===== src/rtl/loc_arb_pkg.sv =====
package loc_arb_pkg;
   localparam int BYTE_W      = 8;
   localparam int B_VALID     = 7;
   localparam int B_ACTIVE    = 5;
   localparam int B_SEIZED    = 4;
   localparam int B_SEIZE     = 3;
   localparam int B_PENDING   = 2;
   localparam int B_REQ       = 1;
   localparam int B_TOS_ABS   = 0;

   typedef logic [BYTE_W-1:0] acc_byte_t;
endpackage


===== src/rtl/loc_prio_pick.sv =====
module loc_prio_pick #(
   parameter int N = 5,
   parameter int W = 3
) (
   input  logic [N-1:0] vec,
   output logic         found,
   output logic [W-1:0] idx
);
   // Highest set index wins; walk upward so the last hit overrides.
   always_comb begin
      found = 1'b0;
      idx   = '0;
      for (int i = 0; i < N; i++) begin
         if (vec[i]) begin
            found = 1'b1;
            idx   = W'(i);
         end
      end
   end
endmodule


===== src/rtl/loc_own_ctrl.sv =====
module loc_own_ctrl
   import loc_arb_pkg::*;
#(
   parameter int N = 5,
   parameter int W = 3
) (
   input  logic          clk,
   input  logic          rst_n,
   input  logic          wr_en,
   input  logic [W-1:0]  wr_loc,
   input  acc_byte_t     wr_data,
   output logic          owner_vld,
   output logic [W-1:0]  owner_idx,
   output logic [N-1:0]  req_q,
   output logic [N-1:0]  seized_q
);
   logic          vld_q, vld_n;
   logic [W-1:0]  idx_q, idx_n;
   logic [N-1:0]  req_n, seized_n, wr_mask, own_mask, pick_mask, cand;
   logic          wr_hit, is_owner, do_relinq, do_seize, do_req;
   logic          pick_found;
   logic [W-1:0]  pick_idx;
   logic          unused_bits;

   assign unused_bits = ^{wr_data[7:6], wr_data[B_PENDING], wr_data[B_TOS_ABS]};

   assign wr_hit    = wr_en && (32'(wr_loc) < N);
   assign wr_mask   = wr_hit ? (N'(1) << wr_loc) : '0;
   assign own_mask  = vld_q ? (N'(1) << idx_q) : '0;
   assign is_owner  = vld_q && (idx_q == wr_loc);
   assign do_relinq = wr_hit && wr_data[B_ACTIVE] && is_owner;
   assign do_seize  = wr_hit && wr_data[B_SEIZE] && (!vld_q || idx_q < wr_loc);
   assign do_req    = wr_hit && wr_data[B_REQ] && !is_owner && !do_seize;
   assign cand      = req_q | (do_req ? wr_mask : '0);

   loc_prio_pick #(.N(N), .W(W)) u_pick (
      .vec   (cand),
      .found (pick_found),
      .idx   (pick_idx)
   );

   assign pick_mask = N'(1) << pick_idx;

   always_comb begin
      req_n    = req_q;
      seized_n = seized_q;
      vld_n    = vld_q;
      idx_n    = idx_q;
      if (wr_hit && wr_data[B_SEIZED]) seized_n = seized_n & ~wr_mask;
      if (do_relinq) begin
         vld_n = 1'b0;
      end else if (do_seize) begin
         seized_n = (seized_n | own_mask) & ~wr_mask;
         req_n    = req_n & ~wr_mask;
         vld_n    = 1'b1;
         idx_n    = wr_loc;
      end else begin
         req_n = cand;
         if (!vld_q && pick_found) begin
            vld_n    = 1'b1;
            idx_n    = pick_idx;
            req_n    = req_n & ~pick_mask;
            seized_n = seized_n & ~pick_mask;
         end
      end
   end

   always_ff @(posedge clk) begin
      if (!rst_n) begin
         vld_q    <= 1'b0;
         idx_q    <= '0;
         req_q    <= '0;
         seized_q <= '0;
      end else begin
         vld_q    <= vld_n;
         idx_q    <= idx_n;
         req_q    <= req_n;
         seized_q <= seized_n;
      end
   end

   assign owner_vld = vld_q;
   assign owner_idx = idx_q;

   assert_owner_range_R11: assert property (@(posedge clk) disable iff (!rst_n)
      owner_vld |-> (32'(owner_idx) < N));

   assert_relinquish_R5: assert property (@(posedge clk) disable iff (!rst_n)
      (wr_en && owner_vld && wr_loc == owner_idx && wr_data[B_ACTIVE]) |=> !owner_vld);

   assert_regrant_R5: assert property (@(posedge clk) disable iff (!rst_n)
      (!owner_vld && (|req_q) && !wr_en) |=> owner_vld);

   assert_seize_take_R6: assert property (@(posedge clk) disable iff (!rst_n)
      (wr_en && (32'(wr_loc) < N) && wr_data[B_SEIZE] && (!owner_vld || owner_idx < wr_loc))
      |=> (owner_vld && owner_idx == $past(wr_loc)));

   assert_seize_blocked_R7: assert property (@(posedge clk) disable iff (!rst_n)
      (wr_en && owner_vld && wr_data[B_SEIZE] && !wr_data[B_ACTIVE] && wr_loc <= owner_idx)
      |=> (owner_vld && $stable(owner_idx)));

   for (genvar g = 0; g < N; g++) begin : g_seized_chk
      assert_seized_cause_R8: assert property (@(posedge clk) disable iff (!rst_n)
         $rose(seized_q[g]) |-> $past(vld_q && idx_q == W'(g)));
   end
endmodule


===== src/rtl/loc_status_mux.sv =====
module loc_status_mux
   import loc_arb_pkg::*;
#(
   parameter int N = 5,
   parameter int W = 3
) (
   input  logic [W-1:0] rd_loc,
   input  logic         owner_vld,
   input  logic [W-1:0] owner_idx,
   input  logic [N-1:0] req,
   input  logic [N-1:0] seized,
   input  logic         tos_absent,
   output acc_byte_t    rd_data
);
   acc_byte_t loc_byte [N];

   for (genvar g = 0; g < N; g++) begin : g_byte
      localparam logic [N-1:0] OTHERS = ~(N'(1) << g);
      always_comb begin
         loc_byte[g]            = '0;
         loc_byte[g][B_VALID]   = 1'b1;
         loc_byte[g][B_ACTIVE]  = owner_vld && (owner_idx == W'(g));
         loc_byte[g][B_SEIZED]  = seized[g];
         loc_byte[g][B_PENDING] = |(req & OTHERS);
         loc_byte[g][B_REQ]     = req[g];
         loc_byte[g][B_TOS_ABS] = tos_absent;
      end
   end

   always_comb begin
      rd_data = '0;
      for (int i = 0; i < N; i++) begin
         if (rd_loc == W'(i)) rd_data = loc_byte[i];
      end
   end
endmodule


===== src/rtl/loc_access_arbiter.sv =====
module loc_access_arbiter
   import loc_arb_pkg::*;
#(
   parameter int NUM_LOC = 5,
   parameter int LOC_W   = (NUM_LOC > 1) ? $clog2(NUM_LOC) : 1
) (
   input  logic             clk,
   input  logic             rst_n,
   input  logic             wr_en,
   input  logic [LOC_W-1:0] wr_loc,
   input  logic [7:0]       wr_data,
   input  logic [LOC_W-1:0] rd_loc,
   output logic [7:0]       rd_data,
   input  logic             tos_absent,
   output logic             owner_vld,
   output logic [LOC_W-1:0] owner_loc
);
   if (NUM_LOC < 2 || NUM_LOC > 16) begin : g_bad_count
      $error("loc_access_arbiter: NUM_LOC must lie in 2..16");
   end
   if ((1 << LOC_W) < NUM_LOC) begin : g_bad_width
      $error("loc_access_arbiter: LOC_W too narrow for NUM_LOC");
   end

   logic [NUM_LOC-1:0] req_q, seized_q;
   logic [LOC_W-1:0]   own_idx;
   logic               own_vld;

   loc_own_ctrl #(.N(NUM_LOC), .W(LOC_W)) u_ctrl (
      .clk       (clk),
      .rst_n     (rst_n),
      .wr_en     (wr_en),
      .wr_loc    (wr_loc),
      .wr_data   (wr_data),
      .owner_vld (own_vld),
      .owner_idx (own_idx),
      .req_q     (req_q),
      .seized_q  (seized_q)
   );

   loc_status_mux #(.N(NUM_LOC), .W(LOC_W)) u_rd (
      .rd_loc     (rd_loc),
      .owner_vld  (own_vld),
      .owner_idx  (own_idx),
      .req        (req_q),
      .seized     (seized_q),
      .tos_absent (tos_absent),
      .rd_data    (rd_data)
   );

   assign owner_vld = own_vld;
   assign owner_loc = own_idx;

   assert_reset_idle_R1: assert property (@(posedge clk)
      !rst_n |=> !owner_vld);

   assert_tos_mirror_R9: assert property (@(posedge clk) disable iff (!rst_n)
      (32'(rd_loc) < NUM_LOC) |-> (rd_data[0] == tos_absent && rd_data[7]));
endmodule


===== config.mk =====
export PLATFORM = sky130hd
export DESIGN_NAME = loc_access_arbiter
export DESIGN_NICKNAME = d
export VERILOG_FILES = /design/src/rtl/loc_arb_pkg.sv /design/src/rtl/loc_prio_pick.sv /design/src/rtl/loc_own_ctrl.sv /design/src/rtl/loc_status_mux.sv /design/src/rtl/loc_access_arbiter.sv
export SDC_FILE = /design/constraint.sdc
export NUM_CORES = 1
export LEC_CHECK = 0
export BUFFER_PORTS_ARGS = -buffer_cell sky130_fd_sc_hd__buf_2
export CORE_MARGIN = 4
export CORE_UTILIZATION = 54
export DETAILED_ROUTE_END_ITERATION = 12
export MAX_ROUTING_LAYER = met4
export PLACE_DENSITY = 0.77
export SYNTH_ARGS = -nofsm -noshare
export SYNTH_HDL_FRONTEND = slang
export SYNTH_SLANG_ARGS = --single-unit

===== constraint.sdc =====
create_clock -name clk -period 2.8 [get_ports clk]
set_input_delay 0.28 -clock clk [delete_from_list [all_inputs] [get_ports clk]]
set_output_delay 0.28 -clock clk [all_outputs]
set_load 0.01 [all_outputs]

# After elaboration in Yosys (flattened, before gate mapping)
# Index checks and enable logic that the tools add are counted.
dict set report word_totals {
  output_inout_bits 12
  reg_bits 14
  inputBits 18
  elab_cells 86
}
dict set report classes {
  mux 27
  n_reduce_logical 30
  eq_ne 9
  n_shift 3
  magnitude_cmp 2
  bitwise 11
}
# op count
set ops {}
lappend ops {{$mux W5} 9}
lappend ops {{$mux W8} 5}
lappend ops {{$and A5 B5 Y5} 5}
lappend ops {{$reduce_or A4 Y1} 5}
lappend ops {{$logic_and A1 B1 Y1} 16}
lappend ops {{$mux W3} 5}
lappend ops {{$shl A1 B3 Y5 const A} 3}
lappend ops {{$eq A3 B2 Y1 const B} 4}
lappend ops {{$not A5 Y5} 2}
lappend ops {{$or A5 B5 Y5} 2}
lappend ops {{$mux W1} 8}
lappend ops {{$eq A3 B1 Y1 const B} 2}
lappend ops {{$eq A3 B3 Y1 const B} 2}
lappend ops {{$logic_not A3 Y1} 2}
lappend ops {{$eq A3 B3 Y1} 1}
lappend ops {{$logic_not A1 Y1} 3}
lappend ops {{$lt A3 B3 Y1} 1}
lappend ops {{$lt A3 B3 Y1 const B} 1}
lappend ops {{$not A1 Y1} 2}
lappend ops {{$reduce_and A2 Y1} 1}
lappend ops {{$reduce_bool A2 Y1} 1}
lappend ops {{$reduce_or A2 Y1} 1}
lappend ops {{$logic_or A1 B1 Y1} 1}

# Depth between registers and ports, before layout
dict set report logic_depth {
  word_depth 18
  ltp_mapped 9
  depth_no_buf 8
}

# Modules after synthesis
# A second synthesis with hierarchy kept.
dict set report hier_totals {
  hier_cells 175
  hier_area_um2 1275.0
}
# mod n_inst area_per_inst_um2 seq_area_each_um2 cells_each
set by_module_without_submodules {}
lappend by_module_without_submodules {loc_own_ctrl 1 977.2 280.3 128}
lappend by_module_without_submodules {loc_status_mux 1 255.2 0.0 39}
lappend by_module_without_submodules {loc_prio_pick 1 42.5 0.0 8}

# Worst setup path before layout
# No wires, ideal clock.
dict set report synth_timing {
  kind {register to register}
  startpoint {reg u_ctrl.idx_q[0], in the netlist u_ctrl.owner_idx[0]}
  endpoint {reg u_ctrl.seized_q[0]}
  path_buffers 0
  arrival_time_ps 1936
  stages_incl_launch_ff 9
  path_slack_ps 743
  period_less_slack_ps 2057
  required_time_ps 2680
  setup_ps 120
  path_cell_list {dfxtp_1 > inv_1 > ha_1 > nand4_1 > a41o_2 > a311oi_4 > nand2_1 > nor3b_1 > o21ai_1}
}
dict set report synth_between {
  elab_chain_cells 17
  word_cells_on_any_way 32
  classes_between {order compare: 1; eq/ne: 1; shift: 2; mux: 14; bitwise: 5; reduce/logical: 9}
}
# element line
set synth_lines {}
lappend synth_lines {{start: declaration} loc_own_ctrl.sv:18} ;# logic [W-1:0] idx_q, idx_n;
lappend synth_lines {{start signal: assignment} loc_own_ctrl.sv:76} ;# idx_q <= idx_n;
lappend synth_lines {{$lt A3 B3 Y1 / $eq A3 B3 Y1 (equally long branches)} {loc_own_ctrl.sv:32, loc_own_ctrl.sv:30}}
lappend synth_lines {{$logic_or A1 B1 Y1 / $logic_and A1 B1 Y1 (equally long branches)} {loc_own_ctrl.sv:32, loc_own_ctrl.sv:30}}
lappend synth_lines {{$logic_and A1 B1 Y1 / $logic_not A1 Y1 (equally long branches)} {loc_own_ctrl.sv:32, loc_own_ctrl.sv:33}}
lappend synth_lines {{$logic_not A1 Y1 / $logic_and A1 B1 Y1 (equally long branches)} loc_own_ctrl.sv:33} ;# assign do_req = wr_hit && wr_data[B_REQ] && !is_owner && !do_seize;
lappend synth_lines {{$logic_and A1 B1 Y1} loc_own_ctrl.sv:33}
lappend synth_lines {{$mux W5} loc_own_ctrl.sv:34} ;# assign cand = req_q | (do_req ? wr_mask : '0);
lappend synth_lines {{$or A5 B5 Y5} loc_own_ctrl.sv:34}
lappend synth_lines {{$mux W1} loc_prio_pick.sv:14} ;# if (vec[i]) begin
lappend synth_lines {{$mux W3 (3 in a row)} loc_prio_pick.sv:14}
lappend synth_lines {{$shl A1 B3 Y5} loc_own_ctrl.sv:42} ;# assign pick_mask = N'(1) << pick_idx;
lappend synth_lines {{$not A5 Y5} loc_own_ctrl.sv:63} ;# seized_n = seized_n & ~pick_mask;
lappend synth_lines {{$and A5 B5 Y5} loc_own_ctrl.sv:63}
lappend synth_lines {{$mux W5} loc_own_ctrl.sv:59} ;# if (!vld_q && pick_found) begin
lappend synth_lines {{$mux W5} loc_own_ctrl.sv:52} ;# end else if (do_seize) begin
lappend synth_lines {{$mux W5 *} loc_own_ctrl.sv:50} ;# if (do_relinq) begin
lappend synth_lines {{end signal: assignment} loc_own_ctrl.sv:78} ;# seized_q <= seized_n;
lappend synth_lines {{end: declaration} loc_own_ctrl.sv:15} ;# output logic [N-1:0] seized_q
# Mark *: on every way between the ends. The rest lies on a longest branch, timed or not.
# A chain may end at the register's enable or synchronous reset.

# Worst setup path after layout
# Same ends and word-level chain as after synthesis.

==> impl_results.md <==
- Status: finished clean
- Reg-to-reg setup timing slack: 0.43 ns
- Worst flop-to-flop path endpoint: u_ctrl.seized_q[0]$_SDFF_PN0_
- Critical path required time: 2.98 ns
- I/O pins: 30
- Post-synth EDFFs: 0
- Reg clk slew, reported paths: 0.08 ns
- PwrDens: 330.2 mW/mm^2
- Seq pwr share: 45.1%
- Max-Slew Margin vs Limit: 54.47%
- Ratio of cells with drive above 1 in the final layout: 21.69%
- Highest Clock Rate: 421.2 MHz
- Initial antenna violation count: 0
- Worst vdd ir: 0.0002984 V
- H-tree levels: 1
- Pleak: 0.5885 nW
- Overflow after GRT: 0
- RSZ-0062 raised after global routing: false
- First DRT Iteration DRCs: 91
- Overall die area: 0.003264 sq mm
- 1st-pass router iterations: 4
- DP HPWL: 2.830 mm
- Finish-stage setup viols: 0
- Hold Path End: u_ctrl.seized_q[3]$_SDFF_PN0_
- Post-Syn Area: 0.001304 sq mm
- CTS buffer count: 3
- Area delta synth->final: 10.08%
- Setup Buffers After CTS: 0
- CP Class: reg2reg
- DP Worst Slack: 0.3919 ns
- Port bufs: 23
- Setup TNS: 0 ns
- Clock tree from TritonCTS: done
- ANT cells: 0
- Most common cell after layout, fill and taps aside: buf_2
- Least-Margin Pin Slew: 0.6734 ns
- Root Buffer: clkbuf_4
- DP Cell Count: 214
- CTS resizes: 0
- DRT Wirelength: 3.591 mm
- Mapped Cells: 171
- Seq/Total Area, Yosys: 21.50%
- Die X: 57.14 microns
- Worst R2R Start: u_ctrl.owner_idx[0]$_SDFFE_PN0P_
- Post-Syn Area per Cell: 7.624 sq um
- Min-delay src: rst_n
- Clk buf depth: 2
- Clock share of power: 23.8%
- DR vias/cell: 6.553
- Internal: 0.3127 mW
- Final core occ: 63.65%
- Commonest cells after routing, fill and taps aside: buf_2, nand2_1, a21oi_1, dfxtp_1, nor2_1
- Drt drc: 0
- Starting Density: 57.82%
- Cell count of the worst hold path: 2
- Worst setup SP type: register
- Total track usage: 24.82%
- Critical Path End Type: register
- Vias in the first global route: 1333
- Pins over their slew limit: 0
- Fraction of registers with async set/reset: 0%
- Via count: 1422
- Crit share post-route: 84.79%
- # hold bufs at CTS: 0
- Layout Skew: 0.005097 ns
- Ys flop type: dfxtp_1
- Post-synth cell types: 53
- Non-Filler Instances: 217
- Crit Path Max Fanout: 7
- Final ANT Viol Nets: 0
- Sw Pwr: 0.1612 mW
- Largest net degree at the start of global routing: 17
- Die height: 57.14 microns
- Floorplan core area: 0.002255 sq mm
- Combinational share of power: 31.1%
- Endpoints failing hold: 0
- Row count: 17
- CP arrival: 2.55 ns
- NumNets Final: 212
- Routability cong.: 0.9452
- Wirelength per Cell: 16.55 microns
- Worst hold path class: in2reg
- MaxCap Viol Count: 0
- First-pass GRT wire length: 6.313 mm
- Switching Fraction: 34.01%
- Yosys reg bits: 14
- Final Worst Setup Slack: 0.4260 ns
- Worst reg2reg path depth: 8
- Final min period: 2.374 ns
- Warnings from Yosys: 0
- CTS Sinks: 14
- Clock latency on the worst-skew pair: 0.28 ns
-- how the worst max path moves through the flow --
stage,start,end,cells after the start
3_3_place_gp,wr_loc[2],u_ctrl.req_q[0]$_SDFFE_PN0N_,9
3_5_place_dp,wr_loc[2],u_ctrl.req_q[0]$_SDFFE_PN0N_,9
5_1_grt,u_ctrl.owner_idx[0]$_SDFFE_PN0P_,u_ctrl.seized_q[0]$_SDFF_PN0_,8
4_1_cts,u_ctrl.owner_idx[0]$_SDFFE_PN0P_,u_ctrl.seized_q[0]$_SDFF_PN0_,8
6_report,u_ctrl.owner_idx[0]$_SDFFE_PN0P_,u_ctrl.seized_q[0]$_SDFF_PN0_,8
2_1_floorplan,u_ctrl.owner_idx[0]$_SDFFE_PN0P_,u_ctrl.seized_q[0]$_SDFF_PN0_,8
-- Yosys cell counts (all sizes together), types with 6 or more instances --
master   n  area, sq um
dfxtp   14        280.3
nor2    14        55.06
nand3    6        30.03
inv      7        26.28
o21ai   11        58.80
buf      6        41.28
nand2   18        70.07
nor2b    6        37.54
a21oi   15        75.07
-- power groups by stage --
stage	Sequential (mW)	Combinational [mW]	Clock, mW
floorplan	0.218	0.103	0
global placement	0.218	0.141	0
detailed placement	0.219	0.145	0
CTS	0.214	0.146	0.118
global route	0.216	0.164	0.125
finish	0.214	0.147	0.113
-- critical path, cell delays in order, from the launching register on --
cell and delay [ns]:
dfxtp_1 0.48, inv_1 0.11, ha_1 0.30, nand4_1 0.18, and2_1 0.32, a31oi_1 0.40, nand2_1 0.17, nor3b_1 0.23
o21ai_1 0.09
-- layout make-up --
cell class / instances / area, sq um
well taps: 28 / 35.03
fillers: 202 / 819.5
clock buffers: 3 / 22.52
multi-input cells: 140 / 940.9
inverters: 7 / 26.28
flip-flops and latches: 14 / 280.3
repair buffers: 25 / 130.1
-- per-stage QoR --
stage | cell area [sq um] | power, mW | hold slack (ns)
after floorplan | 1308 | 0.3213 | 0.4082
after global placement | 1413 | 0.3593 | 0.4680
after detailed placement | 1413 | 0.3633 | 0.4797
after CTS | 1435 | 0.4772 | 0.3608
after global routing | 1435 | 0.5050 | 0.3840
final | 1435 | 0.4739 | 0.3683
-- state kept, by name, indices dropped and copies added, names as in the netlist --
signal,cells
u_ctrl.seized_q,5
u_ctrl.req_q,5
u_ctrl.owner_idx,3
u_ctrl.owner_vld,1
-- cells by family after synthesis --
kind of cell             count (synthesis)  share of synthesized area [%]
AND/OR/NAND/NOR                         71                          31.00
AO/OA/AOI/OAI                           60                          32.92
buffers and inverters                   18                          6.622
flip-flops                              14                          21.50
adder cells (fa/ha/maj)                  3                          2.879
XOR/XNOR                                 2                          1.344
multiplexers                             2                          3.455
other                                    1                         0.2876
-- layer usage --
metal	GRT usage, %	routed length [microns]	vias to the layer above
met1	31.78	1474	660
li1	-	-	681
met5	-	0	-
met3	4.751	359	8
met2	40.46	1697	73
met4	5.629	59	0
Note: power is estimated with default switching activity, not from simulation.
